<file path="src/rtl/acc_pair_pkg.sv">
package acc_pair_pkg;

    typedef enum logic [2:0] {
        OP_MUL    = 3'd0,
        OP_DIV    = 3'd1,
        OP_SET_UP = 3'd2,
        OP_SET_LW = 3'd3,
        OP_GET_UP = 3'd4,
        OP_GET_LW = 3'd5,
        OP_NOP_A  = 3'd6,
        OP_NOP_B  = 3'd7
    } op_e;

    typedef enum logic {
        ST_IDLE   = 1'b0,
        ST_DIVIDE = 1'b1
    } st_e;

    function automatic logic op_reads(input op_e op);
        return (op == OP_GET_UP) || (op == OP_GET_LW);
    endfunction

    function automatic logic op_writes(input op_e op);
        return (op == OP_MUL) || (op == OP_DIV) ||
               (op == OP_SET_UP) || (op == OP_SET_LW);
    endfunction

endpackage

</file>
<file path="src/rtl/acc_div_core.sv">
// Restoring unsigned divider datapath: one quotient bit per step.
module acc_div_core #(
    parameter int W = 32
) (
    input  logic         clk,
    input  logic         rst,
    input  logic         load,
    input  logic         step,
    input  logic [W-1:0] dividend,
    input  logic [W-1:0] divisor,
    output logic [W-1:0] quo_nxt,
    output logic [W-1:0] rem_nxt
);
    logic [W-1:0] part_q;
    logic [W-1:0] shq_q;
    logic [W-1:0] dvs_q;
    logic [W:0]   shifted;
    logic [W:0]   diff;
    logic         fits;

    always_comb begin
        shifted = {part_q, shq_q[W-1]};
        diff    = shifted - {1'b0, dvs_q};
        fits    = shifted >= {1'b0, dvs_q};
        rem_nxt = fits ? diff[W-1:0] : shifted[W-1:0];
        quo_nxt = {shq_q[W-2:0], fits};
    end

    always_ff @(posedge clk) begin
        if (rst) begin
            part_q <= '0;
            shq_q  <= '0;
            dvs_q  <= '0;
        end else if (load) begin
            part_q <= '0;
            shq_q  <= dividend;
            dvs_q  <= divisor;
        end else if (step) begin
            part_q <= rem_nxt;
            shq_q  <= quo_nxt;
        end
    end

endmodule

</file>
<file path="src/rtl/acc_gap_tracker.sv">
// Counts accepted operations since the last read and flags close writes.
module acc_gap_tracker #(
    parameter int MIN_GAP = 2
) (
    input  logic clk,
    input  logic rst,
    input  logic accept,
    input  logic rd_op,
    input  logic wr_op,
    input  logic legacy_en,
    output logic hazard
);
    localparam int CW = $clog2(MIN_GAP + 1);

    logic [CW-1:0] since_q;
    logic          too_close;

    assign too_close = since_q < CW'(MIN_GAP);

    always_ff @(posedge clk) begin
        if (rst) begin
            since_q <= CW'(MIN_GAP);
            hazard  <= 1'b0;
        end else begin
            hazard <= accept && wr_op && legacy_en && too_close;
            if (accept) begin
                if (rd_op)
                    since_q <= '0;
                else if (too_close)
                    since_q <= since_q + 1'b1;
            end
        end
    end

endmodule

</file>
<file path="src/rtl/acc_pair_unit.sv">
module acc_pair_unit
    import acc_pair_pkg::*;
#(
    parameter int           W       = 32,
    parameter int           MIN_GAP = 2,
    parameter logic [W-1:0] POISON  = 'hBAD0BAD0
) (
    input  logic         clk,
    input  logic         rst,
    input  logic         op_valid,
    input  logic [2:0]   op_code,
    input  logic [W-1:0] opnd_a,
    input  logic [W-1:0] opnd_b,
    input  logic         legacy_en,
    output logic [W-1:0] rd_data,
    output logic         rd_valid,
    output logic         busy,
    output logic         upper_poison,
    output logic         lower_poison,
    output logic         hazard
);
    localparam int CNT_W = $clog2(W);
    localparam logic [CNT_W-1:0] LAST_STEP = CNT_W'(W - 1);

    st_e              st_q, st_d;
    op_e              op;
    logic             accept;
    logic             last;
    logic [CNT_W-1:0] step_cnt;
    logic [W-1:0]     reg_up, reg_lw;
    logic             unread;
    logic [2*W-1:0]   prod;
    logic [W-1:0]     quo_nxt, rem_nxt;

    assign op     = op_e'(op_code);
    assign accept = op_valid && (st_q == ST_IDLE);
    assign last   = step_cnt == LAST_STEP;
    assign busy   = st_q == ST_DIVIDE;
    assign prod   = {{W{1'b0}}, opnd_a} * {{W{1'b0}}, opnd_b};

    // State register
    always_ff @(posedge clk) begin
        if (rst) st_q <= ST_IDLE;
        else     st_q <= st_d;
    end

    // Transitions: IDLE -> DIVIDE on an accepted divide, DIVIDE -> IDLE after the last step
    always_comb begin
        st_d = st_q;
        unique case (st_q)
            ST_IDLE:   if (accept && op == OP_DIV) st_d = ST_DIVIDE;
            ST_DIVIDE: if (last) st_d = ST_IDLE;
            default:   st_d = ST_IDLE;
        endcase
    end

    always_ff @(posedge clk) begin
        if (rst)
            step_cnt <= '0;
        else if (accept && op == OP_DIV)
            step_cnt <= '0;
        else if (st_q == ST_DIVIDE)
            step_cnt <= step_cnt + 1'b1;
    end

    acc_div_core #(.W(W)) div_i (
        .clk      (clk),
        .rst      (rst),
        .load     (accept && op == OP_DIV),
        .step     (st_q == ST_DIVIDE),
        .dividend (opnd_a),
        .divisor  (opnd_b),
        .quo_nxt  (quo_nxt),
        .rem_nxt  (rem_nxt)
    );

    acc_gap_tracker #(.MIN_GAP(MIN_GAP)) gap_i (
        .clk       (clk),
        .rst       (rst),
        .accept    (accept),
        .rd_op     (op_reads(op)),
        .wr_op     (op_writes(op)),
        .legacy_en (legacy_en),
        .hazard    (hazard)
    );

    // Registers, flags and read port
    always_ff @(posedge clk) begin
        if (rst) begin
            reg_up       <= '0;
            reg_lw       <= '0;
            unread       <= 1'b0;
            upper_poison <= 1'b0;
            lower_poison <= 1'b0;
            rd_valid     <= 1'b0;
            rd_data      <= '0;
        end else begin
            rd_valid <= accept && op_reads(op);
            if (st_q == ST_DIVIDE && last) begin
                reg_up       <= rem_nxt;
                reg_lw       <= quo_nxt;
                unread       <= 1'b1;
                upper_poison <= 1'b0;
                lower_poison <= 1'b0;
            end else if (accept) begin
                unique case (op)
                    OP_MUL: begin
                        reg_up       <= prod[2*W-1:W];
                        reg_lw       <= prod[W-1:0];
                        unread       <= 1'b1;
                        upper_poison <= 1'b0;
                        lower_poison <= 1'b0;
                    end
                    OP_SET_UP: begin
                        reg_up       <= opnd_a;
                        upper_poison <= 1'b0;
                        if (unread) lower_poison <= 1'b1;
                        unread       <= 1'b0;
                    end
                    OP_SET_LW: begin
                        reg_lw       <= opnd_a;
                        lower_poison <= 1'b0;
                        if (unread) upper_poison <= 1'b1;
                        unread       <= 1'b0;
                    end
                    OP_GET_UP: begin
                        rd_data <= upper_poison ? POISON : reg_up;
                        unread  <= 1'b0;
                    end
                    OP_GET_LW: begin
                        rd_data <= lower_poison ? POISON : reg_lw;
                        unread  <= 1'b0;
                    end
                    default: ;
                endcase
            end
        end
    end

endmodule

</file>
<file path="config.mk">
export PLATFORM = sky130hd
export DESIGN_NAME = acc_pair_unit
export DESIGN_NICKNAME = d
export VERILOG_FILES = /design/src/rtl/acc_pair_pkg.sv /design/src/rtl/acc_div_core.sv /design/src/rtl/acc_gap_tracker.sv /design/src/rtl/acc_pair_unit.sv
export SDC_FILE = /design/constraint.sdc
export NUM_CORES = 2
export LEC_CHECK = 0
export CAP_MARGIN = 40
export CORE_MARGIN = 4
export CORE_UTILIZATION = 55
export CTS_CLUSTER_SIZE = 12
export DETAILED_ROUTE_END_ITERATION = 6
export PLACE_DENSITY = 0.76
export SYNTH_ARGS = -nofsm -noshare
export SYNTH_HDL_FRONTEND = slang
export SYNTH_SLANG_ARGS = --single-unit
</file>
<file path="constraint.sdc">
create_clock -name clk -period 9.35 [get_ports clk]
set_input_delay 1.87 -clock clk [delete_from_list [all_inputs] [get_ports clk]]
set_output_delay 1.87 -clock clk [all_outputs]
set_load 0.05 [all_outputs]
</file>
==> results.toml <==
[worst_setup_path]
critPathSlowestCell = "fa_1"
critPathMaxStageDelay_ns = 0.55
crit_type = "primary input to flop"
endpoint_kind = "flop"
arrival_ns = 9.47
critPathRequiredTime_ns = 9.72
cpMostUsedCell = "fa_1"
cp_max_fo = 11
worst_setup_path_start_kind = "primary input"

[die]
core-area_sq_mm = 0.0791
num_io_pins = 108
die_h_um = 291
die-area_sq_mm = 0.0847
row_count = 103
die-width_um = 291
start_util = 0.557

[layout]
fin_nets = 6527
utilization = 0.626
drive_above_1_share = 0.0854
area_delta_synth_final_pct = 12.5
fillers = 6605

[cts]
clk_latency_ns = 0.50
cts_buffer_depth = 3
cts.sinks = 205
cts_made_buffers = 21
cts_root_buf = "clkbuf_16"
tritoncts = "done"
hold_buffers = 0
clkTransAtPathRegs_ns = 0.07
htree_num_levels = 1

[detailed_routing]
wl_um = 128000
vias_per_cell = 5.74
drc_errors = 0
ant_nets = 0
dr.pass1.iters = 5
routedWlPerCell_um = 20.3
via_count = 36300
drt_iter0_drc = 2807

[place]
dp_hpwl_um = 106000
io_buffers = 107
place.gp.congestion = 0.967

[hold_path]
hp-class = "flop to flop"

[global_route]
use_met2 = 0.511
antenna_found_initial = 4
grt_pass1_vias = 38600
grt_max_degree = 81
grt_overflow_total = 0
met3_usage = 0.0401
use_met1 = 0.419
grt_pass1_wl_um = 210000
busiest_layer = "met2"
grt_use_total = 0.309

[timing]
max_freq_mhz = 110
fin_crit_ns = 9.10
tightest_slew_ns = 1.03
maxSlewViolCount = 0
maxSlewHeadroom = 0.311
final-hold-violation-count = 0
finalSetupViolCount = 0
period_share = 0.973
fin_skew_ns = 0.0106

[yosys]
synth_edf_count = 0
ys_seq_elements = 205
syn_nets = 6356
synth.distinct_cells = 67
netlist_instances = 5091
synth_seq_area_share = 0.0932
ys.flop_type = "dfxtp_1"
synth_area_sq_mm = 0.0440
syn_avg_cell_area_sq_um = 8.65
ys_warn_count = 0
async_flop_share = 0

[flow_run]
drv_cap = 0

[status]
run_status = "completed"
==> Yosys cell counts (all sizes together), types with 29 or more instances <==
master,instances,share of area
a21oi,234,0.027
o21ai,116,0.013
fa,897,0.41
and2,603,0.086
a21o,58,0.0099
dfxtp,205,0.093
a211oi,39,0.0066
xor2,29,0.0058
xnor2,54,0.011
ha,297,0.084
nand2,705,0.060
o211ai,43,0.0073
nor2,146,0.012
nor3,48,0.0055
a22oi,32,0.0055
inv,891,0.076
clkbuf,342,0.029
==> final timing paths <==
check	start	end	slack, ns	cells past startpoint
setup reg to reg	div_i.dvs_q[16]	reg_up[26]	5.54	11
hold / removal	div_i.dvs_q[29]	div_i.dvs_q[29]	0.45	2
setup / recovery	opnd_a[7]	reg_up[28]	0.25	27
hold reg to reg	div_i.dvs_q[29]	div_i.dvs_q[29]	0.45	2
==> placed cells by master, fill, tap and decap left out, types with 29 or more instances in the layout <==
| master | count |
|---|---|
| fa_1 | 897 |
| inv_1 | 891 |
| nand2_1 | 705 |
| and2_1 | 602 |
| buf_4 | 322 |
| ha_1 | 297 |
| a21oi_1 | 232 |
| dfxtp_1 | 204 |
| nor2_1 | 143 |
| o21ai_0 | 114 |
| clkdlybuf4s50_1 | 105 |
| buf_12 | 66 |
| a21o_1 | 58 |
| xnor2_1 | 54 |
| nor3_1 | 47 |
| o211ai_1 | 43 |
| a211oi_1 | 38 |
| a22oi_1 | 32 |
| xor2_1 | 29 |
==> flip-flops by register name (all words and copies together), names as in the netlist, 2 cells and up <==
signal         flops
rd_data           32
div_i.shq_q       32
gap_i.since_q      2
div_i.dvs_q       32
reg_lw            32
step_cnt           5
reg_up            32
div_i.part_q      32
==> through the flow <==
step	setup WS [ns]	instances	TNS, ns	hold slack [ns]	instance area [sq um]
2_1_floorplan	0.412	5091	0	0.424	44000
3_3_place_gp	-0.180	6285	-1.74	0.441	48900
3_5_place_dp	-0.320	6289	-4.19	0.447	49000
4_1_cts	0.164	6317	0	0.454	49500
5_1_grt	-0.00865	6319	-0.0132	0.468	49600
6_report	0.253	6320	0	0.453	49600
==> worst max-delay path, delay by kind of cell <==
kind | cells | cell delay, ns
buffers and inverters | 7 | 1.15
AOI/OAI and AO/OA | 9 | 1.87
and+or+nand+nor | 2 | 0.23
adders and majority gates | 9 | 4.31
==> kinds of logic (layout without fill, tap and decap cells) <==
family                     count (synthesis)  in the layout  synth area share
AOI/OAI and AO/OA                        700            700             0.103
xor gates and xnor gates                  83             83            0.0165
adders and majority gates               1194           1194             0.492
buffers and inverters                   1241           1417             0.106
DFF                                      205            205            0.0932
muxes                                     26             26           0.00591
other                                      0              3                 0
and+or+nand+nor                         1642           1642             0.184
==> per-layer routing <==
layer / up-vias / routed length, um
met5: - / 13
met4: 2 / 5910
met3: 345 / 10600
met2: 1609 / 61100
met1: 18300 / 50800
li1: 16000 / -
==> layout make-up <==
type / instances / area [sq um] / share of cell area
antenna: 3 / 7.51 / 0.000151
clock buffer: 26 / 544 / 0.0110
clock inverter: 2 / 17.5 / 0.000353
inverter: 891 / 3340 / 0.0675
multi-input combinational: 3645 / 35400 / 0.713
sequential: 205 / 4110 / 0.0829
tap: 1050 / 1310 / 0.0265
timing repair buffer: 498 / 4870 / 0.0983
==> repair_timing <==
action	4_1_cts	5_1_grt
endpoints found under the setup margin	0	12
resized for setup	0	12
buffers inserted	0	0
Power is left out: the tool's default activity adds up to more than one toggle a clock period on the data nets, which glitch-free logic cannot reach.
